[config.mk]
export PLATFORM = sky130hd
export DESIGN_NAME = rcap_timer
export DESIGN_NICKNAME = d
export VERILOG_FILES = /design/src/rtl/rcap_timer.sv
export SDC_FILE = /design/constraint.sdc
export NUM_CORES = 1
export LEC_CHECK = 0
export ABC_AREA = 1
export BUFFER_PORTS_ARGS = -buffer_cell sky130_fd_sc_hd__buf_2
export CELL_PAD_IN_SITES_DETAIL_PLACEMENT = 0
export CELL_PAD_IN_SITES_GLOBAL_PLACEMENT = 1
export CORE_ASPECT_RATIO = 2
export CORE_MARGIN = 2
export CORE_UTILIZATION = 40
export CTS_CLUSTER_SIZE = 30
export DETAILED_ROUTE_END_ITERATION = 16
export MAX_ROUTING_LAYER = met4
export PLACE_DENSITY_LB_ADDON = 0.1
export SYNTH_ARGS = -nofsm -noshare
export SYNTH_HDL_FRONTEND = slang
export SYNTH_SLANG_ARGS = --single-unit
export TNS_END_PERCENT = 30
[constraint.sdc]
create_clock -name clk -period 8.4 [get_ports clk]
set_input_delay 0 -clock clk [delete_from_list [all_inputs] [get_ports clk]]
set_output_delay 0 -clock clk [all_outputs]
set_load 0.03 [all_outputs]
[src/rtl/rcap_timer.sv]
module rcap_timer #(
  parameter int FILT_LEN = 4
) (
  input  logic       clk,
  input  logic       rst_n,
  input  logic       wr_en,
  input  logic [3:0] addr,
  input  logic [7:0] wdata,
  output logic [7:0] rdata,
  input  logic [2:0] cap_in,
  output logic       tmr_flag,
  output logic [2:0] cap_flag
);
  localparam int HW = FILT_LEN - 1;

  logic        run, mode, rld_en, cap_clr, cmp_clr, tflag;
  logic [2:0]  div;
  logic [1:0]  trig;
  logic [15:0] cnt, rld, cnt_n;
  logic [8:0]  pre, lim;
  logic [3:0]  ccfg [3];
  logic [15:0] capv [3];
  logic [2:0]  capf, ev;
  logic        tick, tset, wr_cnt;
  logic [3:0]  trig_ev;

  always_comb begin
    case (div)
      3'd0:    lim = 9'd0;
      3'd1:    lim = 9'd3;
      default: lim = 9'((32'd1 << (32'(div) + 32'd2)) - 32'd1);
    endcase
  end

  assign tick    = run && (pre >= lim);
  assign wr_cnt  = wr_en && (addr == 4'd2 || addr == 4'd3);
  assign trig_ev = {ev, 1'b0};

  genvar g;
  for (g = 0; g < 3; g++) begin : g_ch
    logic s1, s2, lvl, nlvl;
    logic [HW-1:0] hist;
    wire stable = (hist == {HW{s2}});
    always_ff @(posedge clk or negedge rst_n)
      if (!rst_n) begin
        s1 <= 1'b0; s2 <= 1'b0; lvl <= 1'b0; hist <= '0;
      end else begin
        s1   <= cap_in[g];
        s2   <= s1;
        hist <= (hist << 1) | HW'(s2);
        lvl  <= nlvl;
      end
    assign nlvl = (ccfg[g][1] && !stable) ? lvl : s2;
    always_comb
      case (ccfg[g][3:2])
        2'b00:   ev[g] = ccfg[g][0] && (lvl && !nlvl);
        2'b01:   ev[g] = ccfg[g][0] && (!lvl && nlvl);
        2'b10:   ev[g] = ccfg[g][0] && (lvl != nlvl);
        default: ev[g] = 1'b0;
      endcase
  end

  always_comb begin
    cnt_n = cnt;
    tset  = 1'b0;
    if (wr_cnt) begin
      if (addr == 4'd2) cnt_n[7:0]  = wdata;
      else              cnt_n[15:8] = wdata;
    end else if (cap_clr && ev != 3'b000) begin
      cnt_n = 16'h0000;
    end else if (!mode && rld_en && trig != 2'b00 && trig_ev[trig]) begin
      cnt_n = rld;
    end else if (tick) begin
      if (!mode) begin
        if (cnt == 16'hFFFF) begin
          tset  = 1'b1;
          cnt_n = (rld_en && trig == 2'b00) ? rld : 16'h0000;
        end else begin
          cnt_n = cnt + 16'd1;
        end
      end else begin
        cnt_n = (cmp_clr && cnt == rld) ? 16'h0000 : cnt + 16'd1;
        tset  = (cnt_n == rld);
      end
    end
  end

  always_ff @(posedge clk or negedge rst_n) begin
    if (!rst_n) begin
      {run, mode, rld_en, cap_clr, cmp_clr, tflag} <= '0;
      div <= '0; trig <= '0; cnt <= '0; rld <= '0; pre <= '0; capf <= '0;
      for (int i = 0; i < 3; i++) begin
        ccfg[i] <= '0;
        capv[i] <= '0;
      end
    end else begin
      pre <= (!run || tick) ? 9'd0 : pre + 9'd1;
      cnt <= cnt_n;
      tflag <= tset | (tflag & !(wr_en && addr == 4'd0 && !wdata[7]));
      for (int i = 0; i < 3; i++) begin
        if (ev[i]) capv[i] <= cnt;
        capf[i] <= ev[i] | (capf[i] & !(wr_en && addr == 4'd9 && !wdata[i]));
      end
      if (wr_en) begin
        case (addr)
          4'd0: {cmp_clr, cap_clr, rld_en, mode, run} <= wdata[4:0];
          4'd1: begin div <= wdata[2:0]; trig <= wdata[5:4]; end
          4'd4: rld[7:0]  <= wdata;
          4'd5: rld[15:8] <= wdata;
          4'd6: ccfg[0] <= wdata[3:0];
          4'd7: ccfg[1] <= wdata[3:0];
          4'd8: ccfg[2] <= wdata[3:0];
          default: ;
        endcase
      end
    end
  end

  always_comb begin
    case (addr)
      4'd0:    rdata = {tflag, 2'b00, cmp_clr, cap_clr, rld_en, mode, run};
      4'd1:    rdata = {2'b00, trig, 1'b0, div};
      4'd2:    rdata = cnt[7:0];
      4'd3:    rdata = cnt[15:8];
      4'd4:    rdata = rld[7:0];
      4'd5:    rdata = rld[15:8];
      4'd6:    rdata = {4'h0, ccfg[0]};
      4'd7:    rdata = {4'h0, ccfg[1]};
      4'd8:    rdata = {4'h0, ccfg[2]};
      4'd9:    rdata = {5'h00, capf};
      4'd10:   rdata = capv[0][7:0];
      4'd11:   rdata = capv[0][15:8];
      4'd12:   rdata = capv[1][7:0];
      4'd13:   rdata = capv[1][15:8];
      4'd14:   rdata = capv[2][7:0];
      default: rdata = capv[2][15:8];
    endcase
  end

  assign tmr_flag = tflag;
  assign cap_flag = capf;

  a_r2_idle_hold: assert property (@(posedge clk) disable iff (!rst_n)
    (!run && !wr_cnt && ev == 3'b000) |=> $stable(cnt));
  a_r3_wrap_flag: assert property (@(posedge clk) disable iff (!rst_n)
    (!mode && tick && cnt == 16'hFFFF && !wr_cnt && ev == 3'b000) |=> tmr_flag);
  a_r5_capture_clears: assert property (@(posedge clk) disable iff (!rst_n)
    (cap_clr && ev != 3'b000 && !wr_cnt) |=> (cnt == 16'h0000));
  a_r7_compare_clear: assert property (@(posedge clk) disable iff (!rst_n)
    (mode && cmp_clr && tick && cnt == rld && !wr_cnt) |=> (cnt == 16'h0000));
  a_r8_capture_latch: assert property (@(posedge clk) disable iff (!rst_n)
    ev[0] |=> (cap_flag[0] && capv[0] == $past(cnt)));
  a_r10_flag_sticky: assert property (@(posedge clk) disable iff (!rst_n)
    (tmr_flag && !(wr_en && addr == 4'd0 && !wdata[7])) |=> tmr_flag);
endmodule

Yosys cells after proc, flatten, opt, wreduce, memory -nomap -nowiden

Cells that the tools add are included.

$lt $le $gt $ge: 2
Multiplexer cells: 27
Bitwise logic cells: 11
Shift-type cells: 1
Eq/ne operators: 32
Reduce and logical (&&, ||, !) cells: 71
Add/subtract/negate cells: 4

Operators by type and width:

| operator              | number |
|---|---|
| $mux 16               | 8 |
| $pmux 8 s15           | 1 |
| $eq 16x16->1          | 2 |
| $logic_and 1x1->1     | 32 |
| $eq 4x4->1 const B    | 7 |
| $logic_not 1->1       | 19 |
| $pmux 9 s2            | 1 |
| $reduce_and 2->1      | 9 |
| $add 16x1->16 const B | 1 |
| $eq 16x16->1 const B  | 1 |
| $eq 4x3->1 const B    | 4 |
| $mux 8                | 2 |
| $mux 1                | 10 |
| $add 9x1->9 const B   | 1 |
| $eq 3x3->1            | 3 |
| $ge 9x9->1            | 1 |
| $mux 9                | 1 |
| $or 3x1->3            | 3 |
| $pmux 1 s3            | 3 |
| $shl 1x4->9 const A   | 1 |
| $sub 9x1->9 const B   | 1 |
| $eq 4x2->1 const B    | 2 |
| $logic_not 2->1       | 4 |
| $eq 2x1->1 const B    | 3 |
| other kinds (17)      | 28 |

Register bits: 133
Bits of input ports: 18
Output and inout port bits: 12

Depth between registers and ports, before layout

Gate-level depths: netlist (run 1).

Depth after elaboration: 15
Depth in mapped cells: 21
Mapped depth without buffers: 20

Least setup slack after synthesis (run 1)

OpenSTA, ideal clock, no wires.

Kind: register to register
Start point: register g_ch[0].hist[0]
End point: register cnt[5]
Buffers on the path: 1
Slack: 5588 ps
Library setup time: 127 ps
Arrival: 2685 ps
Cell stages (with the launch flop): 22
Cell sequence: dfrtp_1 > or4_1 > nand3_1 > nand2_1 > o21a_1 > ha_1 > inv_1 > nand2_1 > nand3_1 > nand2_2 > inv_1 > o21ai_1 > nor3_2 > nand2_2 > inv_2 > nor2_1 > nand2_1 > o21ai_2 > inv_2 > buf_4 > nand2_1 > o21ai_0

Word-level cells in the longest chain between the ends: 14
Elaborated cells between the ends (all ways): 22

Ends and longest elaborated chain:

| element                        | line | source |
|---|---|---|
| from (decl)                    | 42   | `logic [HW-1:0] hist;` |
| from (signal assigned)         | 50   | `hist <= (hist << 1) \| HW'(s2);` |
| $eq 3x3->1 (*)                 | 43   | `wire stable = (hist == {HW{s2}});` |
| $logic_not 1->1 (*)            | 53   | `assign nlvl = (ccfg[g][1] && !stable) ? lvl : s2;` |
| $logic_and 1x1->1 (*)          | 53   |  |
| $mux 1 (*)                     | 53   |  |
| net g_ch[0].nlvl               | 41   | `logic s1, s2, lvl, nlvl;` |
| $logic_not 1->1                | 56   | `2'b00: ev[g] = ccfg[g][0] && (lvl && !nlvl);` |
| $logic_and 1x1->1 (2 in a row) | 56   |  |
| $pmux 1 s3 (*)                 | 55   | `case (ccfg[g][3:2])` |
| $bmux 1 s2                     | 71   | `end else if (!mode && rld_en && trig != 2'b00 && trig_ev[trig]) begin` |
| $mux 1 (not written as such)   | 71   |  |
| $logic_and 1x1->1              | 71   |  |
| $mux 16                        | 71   |  |
| $mux 16                        | 69   | `end else if (cap_clr && ev != 3'b000) begin` |
| $mux 16                        | 66   | `if (wr_cnt) begin` |
| to (signal assigned)           | 98   | `cnt <= cnt_n;` |
| to (decl)                      | 19   | `logic [15:0] cnt, rld, cnt_n;` |

Mark *: on every way through the listed nets, which the timed path passes. The rest lies on a longest branch. The select of a mux whose other input is x is not followed.
A chain may end at the register's enable or synchronous reset.

Final worst setup path (run 1)

Start point: register g_ch[0].s2
End point: register cnt[9]

Word-level cells in the longest chain between the ends: 14
Elaborated cells between the ends (all ways): 22

Ends and longest elaborated chain:

| element                        | line | source |
|---|---|---|
| from (decl)                    | 41   |  |
| from (signal assigned)         | 46   | `s1 <= 1'b0; s2 <= 1'b0; lvl <= 1'b0; hist <= '0;` |
| from (signal assigned)         | 49   | `s2 <= s1;` |
| $eq 3x3->1                     | 43   |  |
| $logic_not 1->1                | 53   |  |
| $logic_and 1x1->1              | 53   |  |
| $mux 1 (*)                     | 53   |  |
| net g_ch[0].nlvl               | 41   |  |
| $logic_not 1->1                | 56   |  |
| $logic_and 1x1->1 (2 in a row) | 56   |  |
| $pmux 1 s3 (*)                 | 55   |  |
| $bmux 1 s2                     | 71   |  |
| $mux 1 (not written as such)   | 71   |  |
| $logic_and 1x1->1              | 71   |  |
| $mux 16                        | 71   |  |
| $mux 16                        | 69   |  |
| $mux 16                        | 66   |  |

Marked as above.

==> results by group, run 1 <==
STA
  – Max Freq: 252.5 MHz
  – Slew headroom: 0.2071
  – Endpoints failing setup: 0
  – Worst clock skew: 0.01015 ns
  – Hold Fails Final Rpt: 0
  – Max Slew Vio Count: 0
  – Final TNS setup: 0 ns
  – Final Critical Period: 3.961 ns
  – Worst Tran Pin Value: 1.186 ns
  – Final period util: 0.4716
  – RSZ-0062 raised after global routing: false

Detailed routing
  – Final ANT Viol Nets: 0
  – Wire length per cell: 19.50 microns
  – Initial DRC count: 547
  – Initial DRT Pass Iterations: 5
  – Final WL: 26520 microns
  – DRC: 0
  – Vias per cell: 5.443
  – Vias: 7402

Clock tree
  – Clk Latency, worst-skew pair: 0.44 ns
  – Clock slew at reported path FFs: 0.06 ns
  – Root buffer cell: clkbuf_16
  – H-tree depth: 4
  – Num CTS Buffers: 17
  – Max clock buf depth: 2
  – Clk sinks: 133
  – CTS tree: done

Die
  – Initial core utilization: 0.4045
  – Die height: 203.3 microns
  – Core area: 19640 sq um
  – Die X: 103.7 microns
  – Die area: 21070 sq um
  – Rows: 73
  – IO Count: 30

Pwr
  – Max VDD drop: 0.1945 mV
  – Leakage: 4.271 nW
  – Power Density: 299.2 nW/um^2

Worst setup path
  – Critical path's top delay family: simple AND/OR/NAND/NOR gates
  – CP max-delay cell: or4_1
  – CP Capture Type: register
  – Critical path's most frequent cell: nand2_1
  – CP Data Arrival Time: 4.27 ns
  – Buffers & Inverters on Critical Path: 4
  – Data required time at the worst endpoint: 8.71 ns
  – CP max stage delay: 0.51 ns
  – Crit Path Category: register to register
  – Worst path cell trace: or4_1 > nand3_1 > nand2_1 > o21a_1 > ha_1 > inv_1 > nand2_1 > nand3_1 > nand2_2 > inv_1 > o21ai_1 > nor3_2 > nand2_2 > inv_2 > nor2_1 > nand2_1 > o21ai_2 > inv_2 > nand2_1 > o21ai_0
  – Max Fanout on Critical Path: 35
  – Startpoint types: register

Synthesis
  – Net Count, Synth: 1100
  – Syn avg cell area: 7.573 sq um
  – Top cells by count, synth: nand2_1, o21ai_0, dfrtp_1, inv_1, nor2_1
  – Top cell type's share of synthesized area: 0.4190
  – Syn Inst Count: 1049
  – Main flop type after synthesis: dfrtp_1
  – Synth cell types: 44
  – Top-count cell post-synth: nand2_1
  – EDFF count, synth: 0
  – Synth Register Bits: 133
  – Cell area after synthesis: 7944 sq um
  – Synth async-reset ratio: 1.000
  – Dominant cells by area after synthesis: dfrtp_1, nand2_1, o21ai_0
  – YS warnings: 0
  – Synth area leader: dfrtp_1
  – Register area share after synthesis: 0.4190

Placement
  – Input/output buffers: 29
  – Placed wire-length estimate after detailed placement: 19390 microns
  – GPL Wtd Cong: 0.8880
  – Cell Area, Placed: 8287 sq um

Finish
  – P&R area growth vs syn: 13.34%
  – Share of cells above drive strength 1: 0.09107
  – Nets: 1136
  – Ant diodes: 0
  – Cell area after layout: 9004 sq um

Global routing
  – First-pass GRT wire length: 41730 microns
  – Initial antenna violation count: 0
  – Number of global-route vias before repair: 7122
  – Total gr overflow: 0
  – Largest net degree at the start of global routing: 78
  – GRT Total Usage: 0.2695

Job
  – Max-cap violations: 0

Status
  – Status: finished clean

Worst hold path
  – Min-Delay Path Class: input pin to register
## worst reg2reg max path: stages, from the launching register on
cell and delay (ns):
dfrtp_1 0.41, or4_1 0.51, nand3_1 0.10, nand2_1 0.05, o21a_1 0.13, ha_1 0.29
inv_1 0.04, nand2_1 0.05, nand3_1 0.07, nand2_2 0.50, inv_1 0.09, o21ai_1 0.16
nor3_2 0.05, nand2_2 0.39, inv_2 0.22, nor2_1 0.17, nand2_1 0.11, o21ai_2 0.12
inv_2 0.18, nand2_1 0.11, o21ai_0 0.07
## final timing paths
check / slack, ns / depth (start not counted) / startpoint / endpoint
max reg2reg: 4.44 / 20 / g_ch[0].s2$_DFF_PN0_ / cnt[9]$_DFFE_PN0P_
min: 0.07 / 4 / wr_en / cap_flag[1]$_DFF_PN0_
max: 4.44 / 20 / g_ch[0].s2$_DFF_PN0_ / cnt[9]$_DFFE_PN0P_
max in group asynchronous: 6.99 / 3 / rst_n / rld[11]$_DFFE_PN0P_
min in group asynchronous: 0.15 / 2 / rst_n / pre[2]$_DFF_PN0_
min reg2reg: 0.36 / 0 / g_ch[0].s1$_DFF_PN0_ / g_ch[0].s2$_DFF_PN0_
## power by group
part / leakage (nW) / switching (W) / internal [W] / total [W]
clock: 0.286 / 0.000329 / 0.000421 / 0.000750
combinational: 2.27 / 0.000633 / 0.000296 / 0.000928
sequential: 1.71 / 0.000188 / 0.000828 / 0.00102
total: 4.27 / 0.00115 / 0.00154 / 0.00269
## layout by cell type, fill, tap and decap left out, drive strengths merged, types with 11 or more instances in the layout
master and n:
inv 129, nand4 18, nand3 63, o22ai 11
xor2 13, buf 33, o21ai 157, nor2 81
clkbuf 17, o211ai 14, dfrtp 133, a221oi 15
nand2 301, a21oi 21, ha 33, dlygate4sd3 13
## sequential cells by signal (all words and copies together) (netlist names), 2 cells and up
register,cells
div,3
pre,9
g_ch.lvl,3
g_ch.hist,9
capv,48
cap_flag,3
trig,2
g_ch.s1,3
ccfg,12
rld,16
cnt,16
g_ch.s2,3
## cell families after synthesis
logic type      synth area share
simple gates              0.2629
compound gates            0.1742
buf+inv                  0.07765
flops                     0.4190
fa+ha+maj                0.05198
xor+xnor                 0.01433
## final cells by class
class | instances | area (sq um)
timing repair buffer | 46 | 311.5
sequential | 133 | 3328
clock inverter | 15 | 161.4
tap | 262 | 327.8
clock buffer | 17 | 425.4
multi-input combinational | 767 | 3999
inverter | 120 | 450.4
fill | 2047 | 10630
## metal layers
layer / vias up / routed length [microns] / global-route usage / share of wire
met3: 75 / 1549 / 0.05241 / 0.058
met4: 0 / 1235 / 0.1303 / 0.047
met5: - / 0 / - / 0
met1: 3484 / 11250 / 0.3295 / 0.42
li1: 3578 / - / - / -
met2: 265 / 12480 / 0.4293 / 0.47
## metrics by stage
| step | worst slack, ns | std cells | utilization | total power, W | hold slack (ns) |
|---|---|---|---|---|---|
| 6_report | 4.439 | 1360 | 0.4585 | 0.002694 | 0.06605 |
| 5_1_grt | 4.082 | 1360 | 0.4585 | 0.002883 | 0.1144 |
| 4_1_cts | 4.449 | 1360 | 0.4585 | 0.002701 | 0.05294 |
| 3_5_place_dp | 4.476 | 1315 | 0.4220 | 0.001937 | 0.09201 |
| 3_3_place_gp | 4.573 | 1315 | 0.4220 | 0.001935 | 0.09943 |
| 2_1_floorplan | 5.588 | 1049 | - | 0.001621 | -0.2956 |
## what timing repair did
item / in CTS / in global routing
hold buffers: 13 / 0
gates resized for setup: 0 / 0
setup buffers: 0 / 0
endpoints found under the hold margin: 99 / 0
setup endpoints to repair: 0 / 0
Power figures use the tool's default switching activity.
==> run 2, diff against run 1 <==
clock period = 3.6 ns   (was 8.4 ns; I/O delays follow)
==> run 2 against run 1 <==
Against the previous run:
- the flow now finishes with violations (hold timing)
- combinational power increased by 130%
- utilization rose by 0.49 points
- clock skew shrank 0.00064 ns
- routed wire length is 2.2% lower
- design area grew 1.1%
- cell count is 0.51% higher
- register-to-register slack got worse by 4.1 ns
- die area did not move
- clock power increased by 150%
- critical path depth decreased by 3
- total power is 140% higher
- worst hold slack got worse by 0.075 ns
- largest cell class unchanged
==> results by group, run 2 (same netlist as run 1, synthesis figures left out) <==
Finish
  – Share of cells above drive strength 1: 0.09774
  – Largest regs: capv: 48 flops, cnt: 16 flops, rld: 16 flops
  – Most flops, register: capv
  – Final core occ: 0.4634
  – Area of the multi-input gates: 3999 sq um
  – Nets: 1145
  – Register area: 3328 sq um
  – # fillers: 2009
  – Most common cell after layout, fill and taps aside: nand2_1
  – Max reg flops: 48
  – Ant diodes: 0
  – Cell area after layout: 9100 sq um
  – Most frequent cells in the layout: nand2_1, o21ai_0, dfrtp_1
  – P&R area growth vs syn: 14.55%

Pwr
  – Leakage: 4.322 nW
  – Max VDD drop: 0.3596 mV
  – Power Density: 705.6 nW/um^2
  – Design Power: 0.006421 W

Global routing
  – Largest net degree at the start of global routing: 91
  – Number of global-route vias before repair: 7061
  – Total gr overflow: 0
  – First-pass GRT wire length: 41080 microns
  – GRT Total Usage: 0.2630
  – Initial antenna violation count: 0

Clock tree
  – H-tree depth: 4
  – Clk Latency, worst-skew pair: 0.43 ns
  – Setup Buffers After CTS: 0
  – Clk sinks: 133
  – Num CTS Buffers: 17
  – Clock slew at reported path FFs: 0.06 ns
  – Max clock buf depth: 2
  – Root buffer cell: clkbuf_16
  – CTS tree: done

Detailed routing
  – Final ANT Viol Nets: 0
  – Vias per cell: 5.331
  – Final WL: 25920 microns
  – Initial DRC count: 600
  – Initial DRT Pass Iterations: 5
  – DRC: 0
  – Vias: 7287
  – Wire length per cell: 18.96 microns

Die
  – Die X: 103.7 microns
  – Rows: 73
  – Initial core utilization: 0.4045
  – Die area: 21070 sq um
  – IO Count: 30
  – Die height: 203.3 microns
  – Core area: 19640 sq um

STA
  – Endpoints failing setup: 0
  – Worst setup slack after layout: 0.3294 ns
  – Hold Slack: -0.008754 ns
  – Worst Tran Pin Value: 0.8465 ns
  – Hold Fails Final Rpt: 3
  – Max Slew Vio Count: 0
  – Worst clock skew: 0.009512 ns
  – RSZ-0062 raised after global routing: false
  – Slew headroom: 0.4357
  – Max Freq: 305.8 MHz
  – Final Critical Period: 3.271 ns
  – Final TNS setup: 0 ns
  – Final period util: 0.9085

Placement
  – Input/output buffers: 29
  – Pre-CTS WS: 0.2950 ns
  – Placed wire-length estimate after detailed placement: 19580 microns
  – GPL Wtd Cong: 0.9231
  – Cell Area, Placed: 8369 sq um

Worst setup path
  – Crit Path Category: register to register
  – Startpoint types: register
  – Data required time at the worst endpoint: 3.95 ns
  – CP Capture Type: register
  – Max Fanout on Critical Path: 13
  – CP Data Arrival Time: 3.62 ns

Job
  – Max-cap violations: 0

Status
  – Status: finished with violations
  – Failing checks: hold timing

Worst hold path
  – Min-Delay Path Class: input pin to register
run 2: cell count changes in the layout (fill, tap and decap cells not counted), sizes merged:
| cell | change |
|---|---|
| bufinv | +3 |
| buf | +11 |
| clkbuf | +2 |
| inv | -6 |
| clkinv | -1 |
| dlygate4sd3 | -2 |
run 2: layer usage:
layer	vias up	GRT usage	routed length, microns
met5	-	-	0
met4	0	0.1062	898
met3	40	0.02940	1165
met2	203	0.4321	12680
met1	3446	0.3326	11180
li1	3598	-	-
run 2: worst paths after layout:
kind	start	end	slack [ns]	cells after the start
max	div[2]$_DFFE_PN0P_	cnt[7]$_DFFE_PN0P_	0.33	17
min in group asynchronous	rst_n	pre[3]$_DFF_PN0_	0.22	2
min reg2reg	g_ch[0].s1$_DFF_PN0_	g_ch[0].s2$_DFF_PN0_	0.36	0
max in group asynchronous	rst_n	capv[7]$_DFFE_PN0N_	2.48	3
max reg2reg	div[2]$_DFFE_PN0P_	cnt[7]$_DFFE_PN0P_	0.33	17
min	wdata[4]	rld[12]$_DFFE_PN0P_	-0.009	3
run 2: through the flow:
step | cells | hold WS (ns)
floorplan | 1049 | -0.2956
global placement | 1326 | 0.1102
detailed placement | 1326 | 0.1094
CTS | 1367 | 0.005011
global route | 1367 | 0.01594
finish | 1367 | -0.008754
run 2: cell type report:
cell class / count / area share
inverter: 120 / 0.04977
tap: 262 / 0.03602
timing repair buffer: 55 / 0.04111
clock inverter: 11 / 0.01925
multi-input combinational: 767 / 0.4394
clock buffer: 19 / 0.04867
sequential: 133 / 0.3657
run 2: critical path, stage by stage (launching register included):
cell and delay [ns]:
dfrtp_1 0.41, inv_1 0.21, ha_1 0.32, nor2_1 0.21
nand3b_1 0.12, a21oi_1 0.12, o21ai_0 0.11, ha_1 0.33
nand2_1 0.08, nor2_1 0.12, nand2_1 0.06, o2111ai_1 0.30
nand2_1 0.17, nand2_1 0.16, o21ai_2 0.10, inv_2 0.21
nand2_1 0.08, o21ai_0 0.08
run 2: report_power, final:
part	switching [W]	leakage [nW]	total [W]	internal, W
registers	0.000433	1.71	0.00236	0.00193
clock network	0.000698	0.296	0.00187	0.00118
logic	0.00146	2.31	0.00218	0.000725
run 2: timing repair:
action | in CTS | in global routing
endpoints found under the hold margin | 101 | 0
gates resized for setup | 0 | 1
hold buffers | 11 | 0
endpoints found under the setup margin | 0 | 3
